`config.mk`:
```
export PLATFORM = sky130hd
export DESIGN_NAME = sync_correlator
export DESIGN_NICKNAME = d
export VERILOG_FILES = /design/src/rtl/sync_corr_pkg.sv /design/src/rtl/sync_corr_ctrl.sv /design/src/rtl/sync_corr_dpath.sv /design/src/rtl/sync_correlator.sv
export SDC_FILE = /design/constraint.sdc
export NUM_CORES = 1
export LEC_CHECK = 0
export ABC_AREA = 0
export ABC_CLOCK_PERIOD_IN_PS = 8000
export BUFFER_PORTS_ARGS = -buffer_cell sky130_fd_sc_hd__buf_2
export CAP_MARGIN = 25
export CORE_ASPECT_RATIO = 0.9
export CORE_MARGIN = 2
export CORE_UTILIZATION = 47
export CTS_BUF_LIST = sky130_fd_sc_hd__clkbuf_16
export CTS_CLUSTER_SIZE = 30
export DETAILED_ROUTE_END_ITERATION = 8
export GPL_ROUTABILITY_DRIVEN = 1
export GPL_TIMING_DRIVEN = 0
export PLACE_DENSITY = 0.68
export RECOVER_POWER = 50
export SLEW_MARGIN = 25
export SYNTH_ARGS = -nofsm -noshare
export SYNTH_HDL_FRONTEND = slang
export SYNTH_SLANG_ARGS = --single-unit
```
`constraint.sdc`:
```
create_clock -name bitClk -period 8 [get_ports bitClk]
set_input_delay 1.2 -clock bitClk [delete_from_list [all_inputs] [get_ports bitClk]]
set_output_delay 1.2 -clock bitClk [all_outputs]
set_load 0.02 [all_outputs]
```
`src/rtl/sync_corr_pkg.sv`:
```
package sync_corr_pkg;
  parameter int SYNC_BYTES = 4;
  parameter int BYTE_W     = 8;
  parameter int SIZE_W     = 2;
  parameter int TOL_W      = 2;
  localparam int PAT_W     = SYNC_BYTES * BYTE_W;
  localparam int SHIFT_W   = $clog2(PAT_W);
  localparam int CNT_W     = $clog2(PAT_W + 1);

  typedef struct packed {
    logic               detectEn;
    logic [PAT_W-1:0]   cmpMask;
    logic [SHIFT_W-1:0] alignShift;
    logic [TOL_W-1:0]   errLimit;
  } ctl_strobe_t;
endpackage

```
`src/rtl/sync_corr_ctrl.sv`:
```
module sync_corr_ctrl
  import sync_corr_pkg::*;
(
  input  logic              enable,
  input  logic [SIZE_W-1:0] sizeSel,
  input  logic [TOL_W-1:0]  tolSel,
  output ctl_strobe_t       strobe
);
  localparam int LAST_BYTE = SYNC_BYTES - 1;

  logic [PAT_W-1:0]   maskBytes;
  logic [SHIFT_W-1:0] shiftAmt;

  // Low bytes of the mask are active up to the selected length
  for (genvar b = 0; b < SYNC_BYTES; b++) begin : g_mask
    assign maskBytes[b*BYTE_W +: BYTE_W] =
      (SIZE_W'(b) <= sizeSel) ? {BYTE_W{1'b1}} : {BYTE_W{1'b0}};
  end

  // Leading pattern bytes are moved down to the window's position
  always_comb begin
    shiftAmt = SHIFT_W'((LAST_BYTE - int'(sizeSel)) * BYTE_W);
  end

  assign strobe.detectEn   = enable;
  assign strobe.cmpMask    = maskBytes;
  assign strobe.alignShift = shiftAmt;
  assign strobe.errLimit   = tolSel;
endmodule

```
`src/rtl/sync_corr_dpath.sv`:
```
module sync_corr_dpath
  import sync_corr_pkg::*;
(
  input  logic             bitClk,
  input  logic             rstN,
  input  logic             dataIn,
  input  logic [PAT_W-1:0] pattern,
  input  ctl_strobe_t      strobe,
  output logic             matchOut
);
  logic [PAT_W-1:0] shReg;
  logic [PAT_W-1:0] shNext;
  logic [PAT_W-1:0] patAligned;
  logic [PAT_W-1:0] diffBits;
  logic [CNT_W-1:0] errCnt;
  logic             hit;

  assign shNext     = {shReg[PAT_W-2:0], dataIn};
  assign patAligned = pattern >> strobe.alignShift;
  assign diffBits   = (shNext ^ patAligned) & strobe.cmpMask;

  always_comb begin
    errCnt = '0;
    for (int i = 0; i < PAT_W; i++) begin
      errCnt = errCnt + CNT_W'(diffBits[i]);
    end
  end

  assign hit = (errCnt <= CNT_W'(strobe.errLimit));

  always_ff @(posedge bitClk or negedge rstN) begin
    if (!rstN) begin
      shReg    <= '0;
      matchOut <= 1'b0;
    end else begin
      shReg    <= shNext;
      matchOut <= strobe.detectEn & hit;
    end
  end

  AST_RESET_LOW: assert property (@(posedge bitClk) !rstN |-> !matchOut);
  AST_MSB_FIRST_SHIFT: assert property (@(posedge bitClk) disable iff (!rstN)
    1'b1 |=> shReg[0] == $past(dataIn));
  AST_WITHIN_TOL: assert property (@(posedge bitClk) disable iff (!rstN)
    (strobe.detectEn && errCnt <= CNT_W'(strobe.errLimit)) |=> matchOut);
  AST_OVER_TOL: assert property (@(posedge bitClk) disable iff (!rstN)
    (errCnt > CNT_W'(strobe.errLimit)) |=> !matchOut);
  AST_DISABLED_LOW: assert property (@(posedge bitClk) disable iff (!rstN)
    !strobe.detectEn |=> !matchOut);
endmodule

```
`src/rtl/sync_correlator.sv`:
```
module sync_correlator
  import sync_corr_pkg::*;
(
  input  logic              bitClk,
  input  logic              rstN,
  input  logic              dataIn,
  input  logic [PAT_W-1:0]  pattern,
  input  logic [SIZE_W-1:0] sizeSel,
  input  logic [TOL_W-1:0]  tolSel,
  input  logic              enable,
  output logic              matchOut
);
  ctl_strobe_t strobe;

  sync_corr_ctrl u_ctrl (
    .enable  (enable),
    .sizeSel (sizeSel),
    .tolSel  (tolSel),
    .strobe  (strobe)
  );

  sync_corr_dpath u_dpath (
    .bitClk   (bitClk),
    .rstN     (rstN),
    .dataIn   (dataIn),
    .pattern  (pattern),
    .strobe   (strobe),
    .matchOut (matchOut)
  );
endmodule

```
==> qor.tcl, run 1 <==
set qor(share_of_post_route_cells_with_drive_strength_above_1_pct) 20.2
set qor(fin_skew_ps) 3.85
set qor(setup_tns_final_ps) 0
set qor(globalRouteOverflowTotal) 0
set qor(worst_setup_path_start_kind) {primary input}
set qor(setup_violations) 0
set qor(hold_ws_ps) 391
set qor(fp.coreArea_sq_um) 5160
set qor(numCtsBuffers) 5
set qor(grt_pass1_vias) 1746
set qor(cts.htree.levels) 2
set qor(postCtsSetupBuffers) 0
set qor(synth_unique_cells) 24
set qor(syn_area_per_cell_sq_um) 12.0
set qor(synthCells) 207
set qor(dp_hpwl_mm) 4.02
set qor(area_delta_synth_final_pct) 17.5
set qor(wire_per_inst_um) 16.0
set qor(netlist_area_sq_um) 2480
set qor(dr_vias_cell) 5.03
set qor(grt_start_max_net_pins) 33
set qor(ctsHoldBuffers) 0
set qor(finalNetCount) 326
set qor(timing.critical_path.to_type) {flip-flop}
set qor(timing.max_slew.rel_slack_pct) -16.6
set qor(ctsResizeCount) 0
set qor(antenna-diode-count) 0
set qor(io_buffers) 38
set qor(drtAntennaViolNets) 0
set qor(total_power_uw) 1080
set qor(final_max_slew_viol_count) 33
set qor(clk-insertion-delay-late_ps) 280
set qor(cp_data_required_time_ps) 8180
set qor(syn_nets) 281
set qor(worst_setup_hold_path_clk_slew_ps) 50
set qor(clock_tree.buffer_depth) 2
set qor(synth_top_area_share_pct) 32.3
set qor(timing.setup.critical_path_class) {in -> reg}
set qor(synthArstFlopShare_pct) 100
set qor(finalWorstSetupSlack_ps) 950
set qor(crit_arrival_ps) 7230
set qor(drtPass1Iterations) 4
set qor(antenna_found_initial) 0
set qor(io_pins) 41
set qor(finalCriticalPeriod_ps) 7050
set qor(hp-class) {reg -> reg}
set qor(post_layout_nonfiller_instances) 320
set qor(maximum_ir_drop_on_the_vdd_rail_mv) 0.372
set qor(final_min_period_over_clock_period_pct) 88.1
set qor(grt_setup_unrepaired) {no}
set qor(clock.fmax_mhz) 142
set qor(run_status) {finished with violations}
set qor(die_area_sq_um) 5880
set qor(biggest_area_contributors_in_the_synthesized_netlist) {dfrtp_1 (32%), fa_1 (19%), mux2i_1 (12%)}
set qor(routed_wirelength_mm) 5.12
set qor(floorplan.rows) 25
set qor(finalWeightedCongestion) 0.816
set qor(crit_fanout) 10
set qor(ctsRootBufferMaster) {clkbuf_16}
set qor(num-fill-cells) 446
set qor(synth.yosys.seq_area_share_pct) 32.3
set qor(post-synth-top-area-cell) {dfrtp_1}
set qor(chipHeight_um) 72.9
set qor(first_pass_grt_wire_length_mm) 8.25
set qor(pwr_density_cell_nw_per_um2) 371
set qor(worst_slew_pin_slew_ps) 1750
set qor(first_iter_violations) 109
set qor(grtUsageTotal_pct) 19.7
set qor(post_synth_edffs) 0
set qor(remaining_drc_errors) 0
set qor(postSynthRegisterBits) 32
set qor(tritoncts) {yes}
set qor(synthFlopType) {dfrtp_1}
set qor(drv.max_cap_violation_count) 1
set qor(leakagePower_uw) 0.00146
set qor(dp_cells) 312
set qor(initial_core_util_pct) 48.1
set qor(cts_sinks) 32
set qor(violated_checks) {max-capacitance violations, max-slew violations}
set qor(finalHoldViolCount) 0
set qor(horizontal_die_dimension_um) 80.6
set qor(num_vias) 1609
set qor(place_ws_ps) 613
set qor(synth.yosys.warnings) 0
## worst paths after layout
check                      slack [ps]           endpoint              start  depth (start not counted)
hold / removal                    390  u_dpath.shReg[29]  u_dpath.shReg[28]                          0
setup / recovery                  950   u_dpath.matchOut         sizeSel[0]                         22
max in group asynchronous        5610   u_dpath.shReg[1]               rstN                          1
min in group asynchronous        1380   u_dpath.matchOut               rstN                          1
hold reg to reg                   390  u_dpath.shReg[29]  u_dpath.shReg[28]                          0
setup reg to reg                 2150   u_dpath.matchOut   u_dpath.shReg[0]                         18
## cell usage after synthesis, drive strengths merged (2+ instances only)
| cell | number |
|---|---|
| and2 | 9 |
| nor2b | 2 |
| xnor2 | 20 |
| buf | 6 |
| mux2i | 32 |
| xor2 | 20 |
| a22o | 7 |
| ha | 10 |
| nand2 | 8 |
| inv | 29 |
| fa | 24 |
| dfrtp | 32 |
| clkbuf | 2 |
## layout make-up
type	instances	area [sq um]	share of cell area [%]
Buffer	8	77.6	2.66
Clock buffer	5	125	4.29
Clock inverter	3	37.5	1.29
Inverter	29	109	3.73
Multi-Input combinational cell	138	1490	51.2
Sequential cell	32	801	27.5
Tap cell	67	83.8	2.88
Timing Repair Buffer	38	188	6.44
## flip-flops by register name (all words and copies together) (netlist names)
name	count
u_dpath.matchOut	1
u_dpath.shReg	31
## metrics by stage
| step | area (sq um) | util [%] |
|---|---|---|
| global route | 2920 | 56.5 |
| global placement | 2760 | 53.4 |
| floorplan | 2480 | - |
| CTS | 2920 | 56.5 |
| finish | 2920 | 56.5 |
| detailed placement | 2760 | 53.4 |
## critical path, stage by stage
cell and delay, ps:
buf_6 140, buf_12 170, mux2i_1 220, mux2i_1 130, xor2_1 160, ha_1 280
inv_1 50, fa_1 500, fa_1 560, inv_1 60, fa_1 500, fa_1 510
fa_1 510, fa_1 540, inv_1 50, fa_1 400, inv_1 90, fa_1 410
ha_1 290, nor2b_1 130, a2bb2oi_1 120, a211oi_1 180
## layout by cell type (no fill, tap or decap)
cell | Yosys | final
buf_12 | 1 | 1
buf_2 | 1 | 37
buf_8 | 1 | 1
o211ai_1 | 1 | 1
clkinv_1 | 0 | 2
fa_1 | 24 | 24
a22oi_1 | 1 | 1
a22o_1 | 7 | 7
bufinv_16 | 0 | 1
inv_1 | 29 | 29
nor4_1 | 1 | 1
xor2_1 | 20 | 20
clkbuf_1 | 2 | 4
dfrtp_1 | 32 | 32
buf_4 | 1 | 1
nand2_1 | 8 | 8
mux2i_2 | 3 | 3
nor2b_1 | 2 | 2
and2_1 | 9 | 9
a211oi_1 | 1 | 1
ha_1 | 10 | 10
mux2i_1 | 29 | 29
clkbuf_16 | 0 | 5
a211o_1 | 1 | 1
buf_6 | 2 | 2
a2bb2oi_1 | 1 | 1
xnor2_1 | 20 | 20
## metal layers
layer | track usage [%] | wire length (um)
met5 | 0 | 0
met4 | 7.53 | 125
met3 | 3.96 | 340
met2 | 31.8 | 2390
met1 | 26.4 | 2270
## report_power, final
group	switching, uW	internal [uW]	total, uW	leakage (uW)
sequential	7.36	173	180	0.000375
clock	69.1	145	214	0.0000789
combinational	356	331	688	0.00100
total	433	649	1080	0.00146
## cells by family (layout without fill, tap and decap cells)
| group | count (synthesis) | in the layout | synth area share, % |
|---|---|---|---|
| DFF | 32 | 32 | 32.3 |
| and+or+nand+nor | 20 | 20 | 4.24 |
| xor gates and xnor gates | 40 | 40 | 14.1 |
| buffers and inverters | 37 | 83 | 7.51 |
| muxes | 32 | 32 | 13.4 |
| adders and majority gates | 34 | 34 | 24.4 |
| AOI/OAI and AO/OA | 12 | 12 | 4.09 |
Note: power is estimated with default switching activity, not from simulation.
==> run 2: changes to the inputs <==
--- a/config.mk
+++ b/config.mk
@@ -9,7 +9,6 @@
 export ABC_CLOCK_PERIOD_IN_PS = 8000
 export BUFFER_PORTS_ARGS = -buffer_cell sky130_fd_sc_hd__buf_2
 export CAP_MARGIN = 25
-export CORE_ASPECT_RATIO = 0.9
 export CORE_MARGIN = 2
 export CORE_UTILIZATION = 47
 export CTS_BUF_LIST = sky130_fd_sc_hd__clkbuf_16
==> run 2 against run 1 <==
Compared with the run above: the run still ends with max-capacitance violations, max-slew violations left; via count fell by 5.2%; hold slack got worse by 1.4 ps; combinational power rose by 3%; largest cell class unchanged.
==> qor.tcl, run 2 (synthesis results as in run 1) <==
set qor(num-fill-cells) 449 ;# +0.67%
set qor(chipHeight_um) 76.7 ;# +5.1%
set qor(io_pins) 41 ;# unchanged
set qor(routed_wirelength_mm) 5.00 ;# -2.3%
set qor(worst_setup_path_start_kind) {primary input}
set qor(io_buffers) 38 ;# unchanged
set qor(drv.max_cap_violation_count) 1 ;# unchanged
set qor(area_delta_synth_final_pct) 17.7
set qor(fin_skew_ps) 4.53 ;# +0.682 ps
set qor(initial_core_util_pct) 48.6 ;# +0.51 points
set qor(ctsRootBufferMaster) {clkbuf_16}
set qor(reg_top3) {u_dpath.shReg (31), u_dpath.matchOut (1)}
set qor(area_of_placed_instances_sq_um) 2760 ;# +0.14%
set qor(wire_per_inst_um) 15.5 ;# -3.2%
set qor(run_status) {finished with violations}
set qor(drtPass1Iterations) 4 ;# unchanged
set qor(cts.htree.levels) 2 ;# unchanged
set qor(clk-insertion-delay-late_ps) 270 ;# about the same
set qor(min_delay_worst_endpoint) {u_dpath.shReg[3]}
set qor(rrSetupSlack_ps) 2080 ;# -70 ps
set qor(cp_data_required_time_ps) 8170 ;# about the same
set qor(grtUsageTotal_pct) 19.1 ;# -0.56 points
set qor(numCtsBuffers) 5 ;# unchanged
set qor(largest_register_ff_count) 31 ;# unchanged
set qor(cpMostUsedCell) {fa_1}
set qor(power.share.combinational_pct) 64.3 ;# +0.7 points
set qor(antenna_found_initial) 0 ;# unchanged
set qor(most_common_cell_after_layout_fill_and_taps_aside) {buf_2}
set qor(whs_path_depth) 0 ;# unchanged
set qor(ctsResizeCount) 0 ;# unchanged
set qor(ctsHoldBuffers) 0 ;# unchanged
set qor(timing.reg2reg.worst_path_depth) 18 ;# unchanged
set qor(clock_tree.buffer_depth) 2 ;# unchanged
set qor(final_design_area_no_fill_sq_um) 2920 ;# +0.13%
set qor(finalNetCount) 326 ;# unchanged
set qor(worstPathCellList) {buf_6 -> buf_12 -> mux2i_1 -> mux2i_1 -> xor2_1 -> ha_1 -> inv_1 -> fa_1 -> fa_1 -> inv_1 -> fa_1 -> fa_1 -> fa_1 -> fa_1 -> inv_1 -> fa_1 -> inv_1 -> fa_1 -> ha_1 -> nor2b_1 -> a2bb2oi_1 -> a211oi_1}
set qor(remaining_drc_errors) 0 ;# unchanged
set qor(final_cell_mix) {buf_2 (37), dfrtp_1 (32), mux2i_1 (29), inv_1 (29), fa_1 (24)}
set qor(final_max_slew_viol_count) 33 ;# unchanged
set qor(share_of_post_route_cells_with_drive_strength_above_1_pct) 20.2 ;# unchanged
set qor(dp_hpwl_mm) 4.00 ;# -0.58%
set qor(pwr_density_cell_nw_per_um2) 377 ;# +1.5%
set qor(first_pass_grt_wire_length_mm) 8.47 ;# +2.7%
set qor(multi_input_comb_area_sq_um) 1490 ;# unchanged
set qor(cts_sinks) 32 ;# unchanged
set qor(grt_start_max_net_pins) 33 ;# unchanged
set qor(finalWeightedCongestion) 0.836 ;# +2.4%
set qor(cpPeakStageDelay_ps) 550 ;# about the same
set qor(final_min_period_over_clock_period_pct) 88.9 ;# +0.81 points
set qor(clock.fmax_mhz) 141 ;# -0.91%
set qor(fp.coreArea_sq_um) 5110 ;# -1.0%
set qor(finalWorstSetupSlack_ps) 885 ;# -65.0 ps
set qor(hp-class) {reg -> reg}
set qor(maximum_ir_drop_on_the_vdd_rail_mv) 0.259 ;# -30%
set qor(grt_pass1_vias) 1658 ;# -5.0%
set qor(floorplan.rows) 26 ;# +4.0%
set qor(clock_network_fraction_of_total_power_pct) 19.3 ;# -0.5 points
set qor(leakagePower_uw) 0.00146 ;# unchanged
set qor(violated_checks) {max-capacitance violations, max-slew violations}
set qor(postCtsSetupBuffers) 0 ;# unchanged
set qor(grt_setup_unrepaired) {no}
set qor(internal_power_uw) 655 ;# +1.1%
set qor(net-switching-power_uw) 444 ;# +2.5%
set qor(timing.critical_path.to_type) {flip-flop}
set qor(die_area_sq_um) 5880 ;# about the same
set qor(swShare_pct) 40.4 ;# +0.35 points
set qor(crit_arrival_ps) 7290 ;# +60 ps
set qor(setup_tns_final_ps) 0 ;# unchanged
set qor(setup_violations) 0 ;# unchanged
set qor(worst_slew_pin_slew_ps) 1710 ;# -43.6 ps
set qor(globalRouteOverflowTotal) 0 ;# unchanged
set qor(critical_path.slowest_cell) {fa_1}
set qor(register_with_the_highest_flop_count) {u_dpath.shReg}
set qor(power.sequential.fraction_pct) 16.4 ;# -0.2 points
set qor(place_ws_ps) 596 ;# -17.8 ps
set qor(dr_vias_cell) 4.72 ;# -6.0%
set qor(hold_start) {u_dpath.shReg[2]}
set qor(crit_fanout) 10 ;# unchanged
set qor(worst-path-buf-inv) 6 ;# unchanged
set qor(tritoncts) {yes}
set qor(r2r_start) {u_dpath.shReg[0]}
set qor(finalCriticalPeriod_ps) 7110 ;# +65.0 ps
set qor(timing.setup.critical_path_class) {in -> reg}
set qor(finalHoldViolCount) 0 ;# unchanged
set qor(antenna-diode-count) 0 ;# unchanged
set qor(horizontal_die_dimension_um) 76.7 ;# -4.9%
set qor(num_vias) 1526 ;# -5.2%
set qor(critical_path.reg2reg.endpoint) {u_dpath.matchOut}
set qor(seq_area_sq_um) 801 ;# unchanged
set qor(critical-path-top-delay-family) {adder cells}
set qor(worst_setup_hold_path_clk_slew_ps) 50 ;# about the same
set qor(timing.max_slew.rel_slack_pct) -13.7 ;# +2.9 points
set qor(first_iter_violations) 61 ;# -44%
set qor(drtAntennaViolNets) 0 ;# unchanged
==> run 2: per-layer routing <==
layer  up-vias  part of all wire, %  track usage, %
met2        35                   49            31.3
li1        744                    -               -
met1       741                   46            26.8
met4         0                 0.72            3.82
met3         6                  3.8            3.65
met5         -                    0               0
==> run 2: area by class of cell <==
class	instances	area share (%)
Multi-Input combinational cell	138	51.2
Tap cell	70	3.00
Buffer	8	2.66
Timing Repair Buffer	38	6.43
Clock inverter	3	1.29
Sequential cell	32	27.4
Inverter	29	3.73
Clock buffer	5	4.29
==> run 2: power by group through the flow <==
stage	clock network, uW	logic (uW)	registers [uW]
floorplan	0	572	182
global placement	0	685	182
detailed placement	0	716	183
CTS	214	732	180
global route	222	823	181
finish	212	707	180
==> run 2: stage by stage <==
| step | std cells | hold WS, ps | total power [uW] | util, % |
|---|---|---|---|---|
| 3_3_place_gp | 315 | 376 | 868 | 54.0 |
| 4_1_cts | 323 | 392 | 1130 | 57.2 |
| 5_1_grt | 323 | 397 | 1230 | 57.2 |
| 3_5_place_dp | 315 | 382 | 899 | 54.0 |
| 6_report | 323 | 390 | 1100 | 57.2 |
| 2_1_floorplan | 207 | 372 | 754 | - |
==> run 2: how the worst max path moves through the flow <==
stage | from | end | cells past startpoint | slack, ps
after floorplan | sizeSel[0] | u_dpath.matchOut | 22 | 980
after global placement | sizeSel[0] | u_dpath.matchOut | 22 | 630
after detailed placement | sizeSel[0] | u_dpath.matchOut | 22 | 600
after CTS | sizeSel[0] | u_dpath.matchOut | 22 | 840
after global routing | sizeSel[0] | u_dpath.matchOut | 22 | 630
final | sizeSel[0] | u_dpath.matchOut | 22 | 890
